$ cat config.mk
export PLATFORM = sky130hd
export DESIGN_NAME = cvs_scanner
export DESIGN_NICKNAME = d
export VERILOG_FILES = /design/src/rtl/cvs_pkg.sv /design/src/rtl/cvs_regfile.sv /design/src/rtl/cvs_slot_timer.sv /design/src/rtl/cvs_gate_latch.sv /design/src/rtl/cvs_scanner.sv
export SDC_FILE = /design/constraint.sdc
export NUM_CORES = 1
export LEC_CHECK = 0
export ABC_AREA = 1
export BUFFER_PORTS_ARGS = -buffer_cell sky130_fd_sc_hd__buf_2
export CORE_UTILIZATION = 45
export DETAILED_ROUTE_END_ITERATION = 7
export PLACE_DENSITY = 0.65
export SLEW_MARGIN = 20
export SYNTH_ARGS = -nofsm -noshare
export SYNTH_HDL_FRONTEND = slang
export SYNTH_SLANG_ARGS = --single-unit
$ cat constraint.sdc
create_clock -name clk_i -period 1.6 [get_ports clk_i]
set_input_delay 0.16 -clock clk_i [delete_from_list [all_inputs] [get_ports clk_i]]
set_output_delay 0.16 -clock clk_i [all_outputs]
set_load 0.01 [all_outputs]
$ cat src/rtl/cvs_pkg.sv
package cvs_pkg;
  localparam int GM_LINES = 4;

  typedef struct packed {
    logic [GM_LINES-1:0] mpx;
    logic [GM_LINES-1:0] gate;
  } gm_word_t;
endpackage

$ cat src/rtl/cvs_regfile.sv
module cvs_regfile #(
  parameter int CHANNELS = 8,
  parameter int CODE_W   = 8,
  localparam int CH_W    = $clog2(CHANNELS)
) (
  input  logic              clk_i,
  input  logic              rst_ni,
  input  logic              we_i,
  input  logic [CH_W-1:0]   waddr_i,
  input  logic [CODE_W-1:0] wdata_i,
  input  logic [CH_W-1:0]   raddr_i,
  output logic [CODE_W-1:0] rdata_o
);
  logic [CODE_W-1:0] code_q [CHANNELS];

  for (genvar g = 0; g < CHANNELS; g++) begin : g_reg
    always_ff @(posedge clk_i or negedge rst_ni) begin
      if (!rst_ni) code_q[g] <= '0;
      else if (we_i && waddr_i == CH_W'(g)) code_q[g] <= wdata_i;
    end
  end

  assign rdata_o = code_q[raddr_i];
endmodule

$ cat src/rtl/cvs_slot_timer.sv
module cvs_slot_timer #(
  parameter int CHANNELS      = 8,
  parameter int SLOT_CYCLES   = 8,
  parameter int STROBE_CYCLES = 2,
  localparam int CH_W         = $clog2(CHANNELS),
  localparam int CNT_W        = $clog2(SLOT_CYCLES)
) (
  input  logic            clk_i,
  input  logic            rst_ni,
  output logic [CH_W-1:0] chan_o,
  output logic [CH_W-1:0] next_chan_o,
  output logic            slot_last_o,
  output logic            slot_first_o,
  output logic            strobe_o
);
  localparam logic [CNT_W-1:0] CNT_LAST   = CNT_W'(SLOT_CYCLES - 1);
  localparam logic [CNT_W-1:0] STROBE_BEG = CNT_W'(SLOT_CYCLES - STROBE_CYCLES);
  localparam logic [CH_W-1:0]  CH_LAST    = CH_W'(CHANNELS - 1);

  logic [CNT_W-1:0] cnt_q;
  logic [CH_W-1:0]  chan_q;

  assign slot_last_o  = (cnt_q == CNT_LAST);
  assign slot_first_o = (cnt_q == '0);
  assign next_chan_o  = (chan_q == CH_LAST) ? '0 : chan_q + 1'b1;
  assign chan_o       = chan_q;
  assign strobe_o     = (cnt_q >= STROBE_BEG);

  always_ff @(posedge clk_i or negedge rst_ni) begin
    if (!rst_ni) begin
      cnt_q  <= '0;
      chan_q <= '0;
    end else if (slot_last_o) begin
      cnt_q  <= '0;
      chan_q <= next_chan_o;
    end else begin
      cnt_q  <= cnt_q + 1'b1;
    end
  end

  AST_CNT_RANGE: assert property (@(posedge clk_i) disable iff (!rst_ni)
    cnt_q <= CNT_LAST);
  AST_CHAN_STEP: assert property (@(posedge clk_i) disable iff (!rst_ni)
    (chan_q != $past(chan_q)) |->
      (chan_q == (($past(chan_q) == CH_LAST) ? '0 : $past(chan_q) + 1'b1)));
  AST_CHAN_ONLY_AT_START: assert property (@(posedge clk_i) disable iff (!rst_ni)
    (cnt_q != '0) |-> $stable(chan_q));
endmodule

$ cat src/rtl/cvs_gate_latch.sv
module cvs_gate_latch
  import cvs_pkg::*;
(
  input  logic     clk_i,
  input  logic     rst_ni,
  input  logic     stage_we_i,
  input  gm_word_t stage_d_i,
  input  logic     load_i,
  output gm_word_t out_o
);
  gm_word_t stage_q, out_q;

  always_ff @(posedge clk_i or negedge rst_ni) begin
    if (!rst_ni) begin
      stage_q <= '0;
      out_q   <= '0;
    end else begin
      if (stage_we_i) stage_q <= stage_d_i;
      if (load_i)     out_q   <= stage_q;
    end
  end

  assign out_o = out_q;

  AST_GM_HOLD: assert property (@(posedge clk_i) disable iff (!rst_ni)
    !$past(load_i) |-> $stable(out_q));
endmodule

$ cat src/rtl/cvs_scanner.sv
module cvs_scanner
  import cvs_pkg::*;
#(
  parameter int CHANNELS      = 8,
  parameter int CODE_W        = 8,
  parameter int SLOT_CYCLES   = 8,
  parameter int STROBE_CYCLES = 2,
  localparam int CH_W         = $clog2(CHANNELS),
  localparam int ADDR_W       = CH_W + 1
) (
  input  logic                clk_i,
  input  logic                rst_ni,
  input  logic                wr_en_i,
  input  logic [ADDR_W-1:0]   wr_addr_i,
  input  logic [CODE_W-1:0]   wr_data_i,
  output logic [CH_W-1:0]     chan_sel_o,
  output logic [CODE_W-1:0]   dac_code_o,
  output logic                sample_o,
  output logic [GM_LINES-1:0] gate_o,
  output logic [GM_LINES-1:0] mpx_o
);
  logic              cv_we, gm_we;
  logic [CH_W-1:0]   chan, next_chan;
  logic              slot_last, slot_first, strobe;
  logic [CODE_W-1:0] rd_code;
  logic [CODE_W-1:0] dac_q;
  gm_word_t          gm_out;

  assign cv_we = wr_en_i && !wr_addr_i[ADDR_W-1];
  assign gm_we = wr_en_i &&  wr_addr_i[ADDR_W-1];

  cvs_regfile #(.CHANNELS(CHANNELS), .CODE_W(CODE_W)) u_regfile (
    .clk_i   (clk_i),
    .rst_ni  (rst_ni),
    .we_i    (cv_we),
    .waddr_i (wr_addr_i[CH_W-1:0]),
    .wdata_i (wr_data_i),
    .raddr_i (next_chan),
    .rdata_o (rd_code)
  );

  cvs_slot_timer #(
    .CHANNELS(CHANNELS), .SLOT_CYCLES(SLOT_CYCLES), .STROBE_CYCLES(STROBE_CYCLES)
  ) u_timer (
    .clk_i        (clk_i),
    .rst_ni       (rst_ni),
    .chan_o       (chan),
    .next_chan_o  (next_chan),
    .slot_last_o  (slot_last),
    .slot_first_o (slot_first),
    .strobe_o     (strobe)
  );

  // code for the coming slot is captured on the boundary edge
  always_ff @(posedge clk_i or negedge rst_ni) begin
    if (!rst_ni)        dac_q <= '0;
    else if (slot_last) dac_q <= rd_code;
  end

  cvs_gate_latch u_gm (
    .clk_i      (clk_i),
    .rst_ni     (rst_ni),
    .stage_we_i (gm_we),
    .stage_d_i  (gm_word_t'(wr_data_i[2*GM_LINES-1:0])),
    .load_i     (slot_last && next_chan == '0),
    .out_o      (gm_out)
  );

  assign chan_sel_o = chan;
  assign dac_code_o = dac_q;
  assign sample_o   = strobe;
  assign gate_o     = gm_out.gate;
  assign mpx_o      = gm_out.mpx;

  AST_CODE_HOLD: assert property (@(posedge clk_i) disable iff (!rst_ni)
    !slot_first |-> $stable(dac_code_o));
  AST_STROBE_OFF_AT_START: assert property (@(posedge clk_i) disable iff (!rst_ni)
    slot_first |-> !sample_o);
  AST_GM_AT_CH0: assert property (@(posedge clk_i) disable iff (!rst_ni)
    !(slot_first && chan_sel_o == '0) |-> ($stable(gate_o) && $stable(mpx_o)));
  AST_STROBE_PARAM: assert property (@(posedge clk_i) disable iff (!rst_ni)
    STROBE_CYCLES < SLOT_CYCLES);
endmodule

Yosys cells after proc, flatten, opt, wreduce, memory -nomap -nowiden

Cells that the tools add are included.

Bits of input ports: 15
Register bits after elaboration: 94
Memories kept: 0
Latch bits: 0
ROM bits: 0
Output and inout port bits: 20
Memory bits (writable): 0
Word-level logic and storage cells: 48

Equal/unequal tests: 9
Div/mod/pow operators: 0
Bitwise gates (word level): 1
Add/sub/neg operators: 2
Order comparisons: 2
Shift operators: 0
Reduce and logical (&&, ||, !) cells: 14
Multipliers: 0
Mux-type cells: 5

Operators by type and width:

| cell                  | number |
|---|---|
| $bmux W8 S3           | 1 |
| $eq A3 B3 Y1 const B  | 6 |
| $mux W8               | 2 |
| $logic_and A1 B1 Y1   | 11 |
| $add A3 B1 Y3 const B | 2 |
| $eq A3 B2 Y1 const B  | 2 |
| $logic_not A3 Y1      | 2 |
| $mux W3               | 2 |
| $ge A4 B4 Y1 const B  | 1 |
| $not A3 Y4            | 1 |
| $eq A3 B1 Y1 const B  | 1 |
| $ge A3 B3 Y1 const B  | 1 |
| $logic_not A1 Y1      | 1 |

Longest topological paths before layout

Word-level depth: 6
Depth in mapped cells: 10
Gate-level depth less buffers: 9

Modules after synthesis

From an unflattened synthesis, not the netlist that was laid out.

Cell total of the unflattened synthesis: 585
Area total of the unflattened synthesis: 4481.8 sq um

Modules (own cells, without submodules):

| module         | area each (sq um) | instances | sequential area each (sq um) | cells each |
|---|---|---|---|---|
| cvs_regfile    | 3189.3            | 1         | 1601.5                       | 439 |
| cvs_gate_latch | 610.6             | 1         | 400.4                        | 68 |
| cvs_scanner    | 354.1             | 1         | 200.2                        | 43 |
| cvs_slot_timer | 327.8             | 1         | 150.1                        | 35 |

Worst setup path after synthesis

No wires, ideal clock.

Path type: register to register
Start: register u_timer.chan_q[0], in the netlist u_timer.chan_o[0]
End: register dac_q[5], in the netlist dac_code_o[5]
Arrival time: 1.577 ns
Period minus slack after synthesis: 1.645 ns
Stages on the path, launching flop included: 11
Required time: 1.532 ns
Library setup time: 0.068 ns
Slack: -0.045 ns
Buffers on the path: 1
Cells stage by stage: dfrtp_1 -> ha_1 -> ha_1 -> inv_2 -> nand2_2 -> inv_2 -> buf_2 -> nand3_1 -> nand2_1 -> nand2_1 -> nand3_1

Longest elaborated chain between the ends: 6
Elaborated cells between the ends (all ways): 7
Classes of those cells: add/sub (1); eq/ne (1); mux (4); bitwise (1)

RTL lines:

| element                                        | line                 | text |
|---|---|---|
| start: declaration                             | cvs_slot_timer.sv:21 | `logic [CH_W-1:0] chan_q;` |
| start signal: assignment                       | cvs_slot_timer.sv:35 | `chan_q <= next_chan_o;` |
| $add A3 B1 Y3 or $eq A3 B3 Y1 (tied branches)  | cvs_slot_timer.sv:25 | `assign next_chan_o = (chan_q == CH_LAST) ? '0 : chan_q + 1'b1;` |
| $mux W3 (*)                                    | cvs_slot_timer.sv:25 |  |
| $not A3 Y4 (not written as such) (*)           | cvs_regfile.sv:23    | `assign rdata_o = code_q[raddr_i];` |
| $bmux W8 S3 (*)                                | cvs_regfile.sv:23    |  |
| $mux W8 (not written as such) (*) (2 in a row) | cvs_regfile.sv:23    |  |
| end signal: assignment                         | cvs_scanner.sv:57    | `else if (slot_last) dac_q <= rd_code;` |
| end: declaration                               | cvs_scanner.sv:26    | `logic [CODE_W-1:0] dac_q;` |

Mark *: on every way between the ends. The rest lies on a longest branch, timed or not. The select of a mux whose other input is x is not followed.
A chain may end at the register's enable or synchronous reset.

Final worst setup path

Start: register u_timer.chan_q[1], in the netlist u_timer.chan_o[1]
End: register dac_q[0], in the netlist dac_code_o[0]

The elaborated chain is that of the path after synthesis.

==> results.yml <==
outcome:
  status: "finished with violations"
  violations: "setup timing"
die:
  core_region_area_um2: 9280
  initial_core_util: 0.469
  dieArea_um2: 10100
  die_x_um: 100
  num_rows: 35
  die_h_um: 100
  io_pins: 35
run:
  maxCapViolCount: 0
layout:
  drive_above_1_share: 0.219
  nNetsFinal: 618
  antenna-diode-count: 0
  area_growth_pct: 22.3
clock_tree:
  clk_path_buf_depth: 2
  clock_latency_ps: 370
  cts_buffers: 9
  clock-sinks: 94
  path_clk_slew_ps: 90
  cts_tree: "yes"
  cts_root_buf: "clkbuf_8"
  cts-htree-levels: 3
yosys:
  ys_seq_elements: 94
  synth-seq-area-share: 0.541
  syn_nets: 562
  synth_flop_cell: "dfrtp_1"
  syn_inst: 542
  synth.distinct_cells: 19
  yosysWarnings: 0
  async_flop_share: 1.00
  synth_edf_count: 0
  mappedNetlistArea_um2: 4350
  syn-mean-instance-area_um2: 8.03
sta:
  hold_violations: 0
  max_freq_mhz: 610
  rsz0062_at_grt: "yes"
  final.period_utilization: 1.03
  slew_headroom: 0.649
  worst_pin_slew_ps: 526
  finalSetupViolCount: 1
  drv_slew: 0
  worst_slack_ps: -40.3
  period_needed_ps: 1640
  finClkSkew_ps: 9.83
pwr:
  p_switching_mw: 1.59
  intPower_mw: 4.09
  swShare: 0.280
  ir_worst_vdd_mv: 0.421
  power_frac_comb: 0.165
  total_power_mw: 5.68
  p_seq_frac: 0.526
  clkPwrFrac: 0.308
  p_per_area_nw_per_um2: 1070
  power_leakage_nw: 2.73
drt:
  drt-initial-drc-count: 268
  ant_nets: 0
  via_per_inst: 4.87
  drc: 0
  drt_pre_antenna_iters: 5
  dr_total_vias: 3563
  wl_per_cell_um: 14.7
  wl_um: 10800
setup_path:
  start_kind: "register"
  crit_type: "reg2reg"
  crit_fanout: 8
  critPathCaptureType: "register"
  cp.arrival_ps: 1890
  worstPathRequired_ps: 1850
  rrSetupSlack_ps: -40
placement:
  gp_congestion: 0.794
  numPortBuffers: 34
  post-place-ws_ps: -111
  dp.final_hpwl_um: 6720
global_routing:
  grt_pass1_wl_um: 17100
  grt-ovfl-total: 0
  grt_pass1_vias: 3410
  antenna_found_initial: 0
  grt.total_usage: 0.224
  grt_max_degree: 33
min_path:
  hold_class: "in2reg"
-- sequential cells by signal (all words and copies together), names as in the netlist --
name / count
u_timer.cnt_q: 3
u_gm.stage_q: 8
u_gm.out_o: 8
dac_code_o: 8
u_regfile.code_q: 64
u_timer.chan_o: 3
-- kinds of logic after synthesis --
logic type / Yosys count / synth area share
AOI/OAI and AO/OA: 74 / 0.0857
adders and majority gates: 5 / 0.0144
buffers and inverters: 99 / 0.0938
DFF: 94 / 0.541
and+or+nand+nor: 270 / 0.265
-- per-layer routing --
| layer | global-route usage | up-vias | wire length, um |
|---|---|---|---|
| met5 | 0 | - | 0 |
| met4 | 0.0814 | 0 | 182 |
| met3 | 0.0348 | 15 | 481 |
| met2 | 0.364 | 81 | 4940 |
| met1 | 0.305 | 1679 | 5180 |
| li1 | - | 1788 | - |
-- layout by cell type (no fill, tap or decap), drive strengths merged --
cell type    synthesis  final
clkbuf               2     14
nor3                 2      2
nand2              205    205
nor2                12     12
clkinvlp             0      3
nand3               51     51
dfrtp               94     94
bufinv               0      2
inv                 81     81
dlygate4sd3          0      1
o21a                 1      1
o21ai               73     73
ha                   5      5
buf                 16     59
-- cells in the mapped netlist (3+ instances only) --
cell / instances / area, um2
nor2_4: 4 / 45.0
buf_4: 4 / 30.0
ha_1: 5 / 62.6
inv_1: 78 / 293
nand3_1: 49 / 245
nand2_1: 202 / 758
nor2_1: 6 / 22.5
o21ai_0: 72 / 360
buf_2: 11 / 55.1
inv_2: 3 / 11.3
dfrtp_1: 94 / 2350
nand2_2: 3 / 18.8
-- stage by stage --
| step | instances | setup TNS (ps) | area, um2 | hold WS, ps | util |
|---|---|---|---|---|---|
| 6_report | 732 | -40.3 | 5320 | 43.7 | 0.573 |
| 5_1_grt | 732 | -880 | 5320 | 55.5 | 0.573 |
| 4_1_cts | 726 | 0 | 5060 | 37.5 | 0.545 |
| 3_5_place_dp | 704 | -944 | 4760 | 130 | 0.513 |
| 3_3_place_gp | 704 | -771 | 4760 | 125 | 0.513 |
| 2_1_floorplan | 542 | 0 | 4360 | -136 | - |
-- path summary, 6_finish.rpt --
| check | from | endpoint | cells past startpoint |
|---|---|---|---|
| min in group asynchronous | rst_ni | u_regfile.code_q[19]$_DFFE_PN0P_ | 2 |
| max in group asynchronous | rst_ni | dac_code_o[7]$_DFFE_PN0N_ | 3 |
| max reg2reg | u_timer.chan_o[1]$_DFFE_PN0N_ | dac_code_o[0]$_DFFE_PN0N_ | 10 |
| min | wr_data_i[0] | u_regfile.code_q[8]$_DFFE_PN0P_ | 3 |
| max | u_timer.chan_o[1]$_DFFE_PN0N_ | dac_code_o[0]$_DFFE_PN0N_ | 10 |
| min reg2reg | u_timer.cnt_q[0]$_DFF_PN0_ | u_timer.cnt_q[0]$_DFF_PN0_ | 1 |
-- critical path, stage by stage, from the launching register on --
cell,delay (ps)
dfrtp_1,390
ha_2,200
ha_4,170
nor2_4,100
buf_6,160
clkbuf_16,170
nand2_1,70
nand3_1,80
nand2_1,50
nand2_1,50
nand3_1,80
-- layout make-up --
| class | instances | area (um2) |
|---|---|---|
| fill | 865 | 3960 |
| sequential | 94 | 2350 |
| multi-input combinational | 349 | 1750 |
| tap | 129 | 161 |
| timing repair buffer | 63 | 527 |
| clock inverter | 5 | 82.6 |
| clock buffer | 11 | 141 |
| inverter | 81 | 309 |
-- power by group through the flow --
stage                     logic (mW)  registers, mW  clock network, mW
after floorplan                0.591           3.00                  0
after global placement         0.860           3.02                  0
after detailed placement       0.884           3.03                  0
after CTS                      0.895           2.98               1.77
after global routing            1.11           3.04               1.85
final                          0.939           2.99               1.75
-- what timing repair did --
item,CTS,global route
endpoints found under the hold margin,29,0
resized for setup,4,44
hold buffers,1,0
buffers inserted,4,3
pin swaps,2,15
cloned,1,3
setup endpoints to repair,16,17
(Power assumes the default switching activity.)
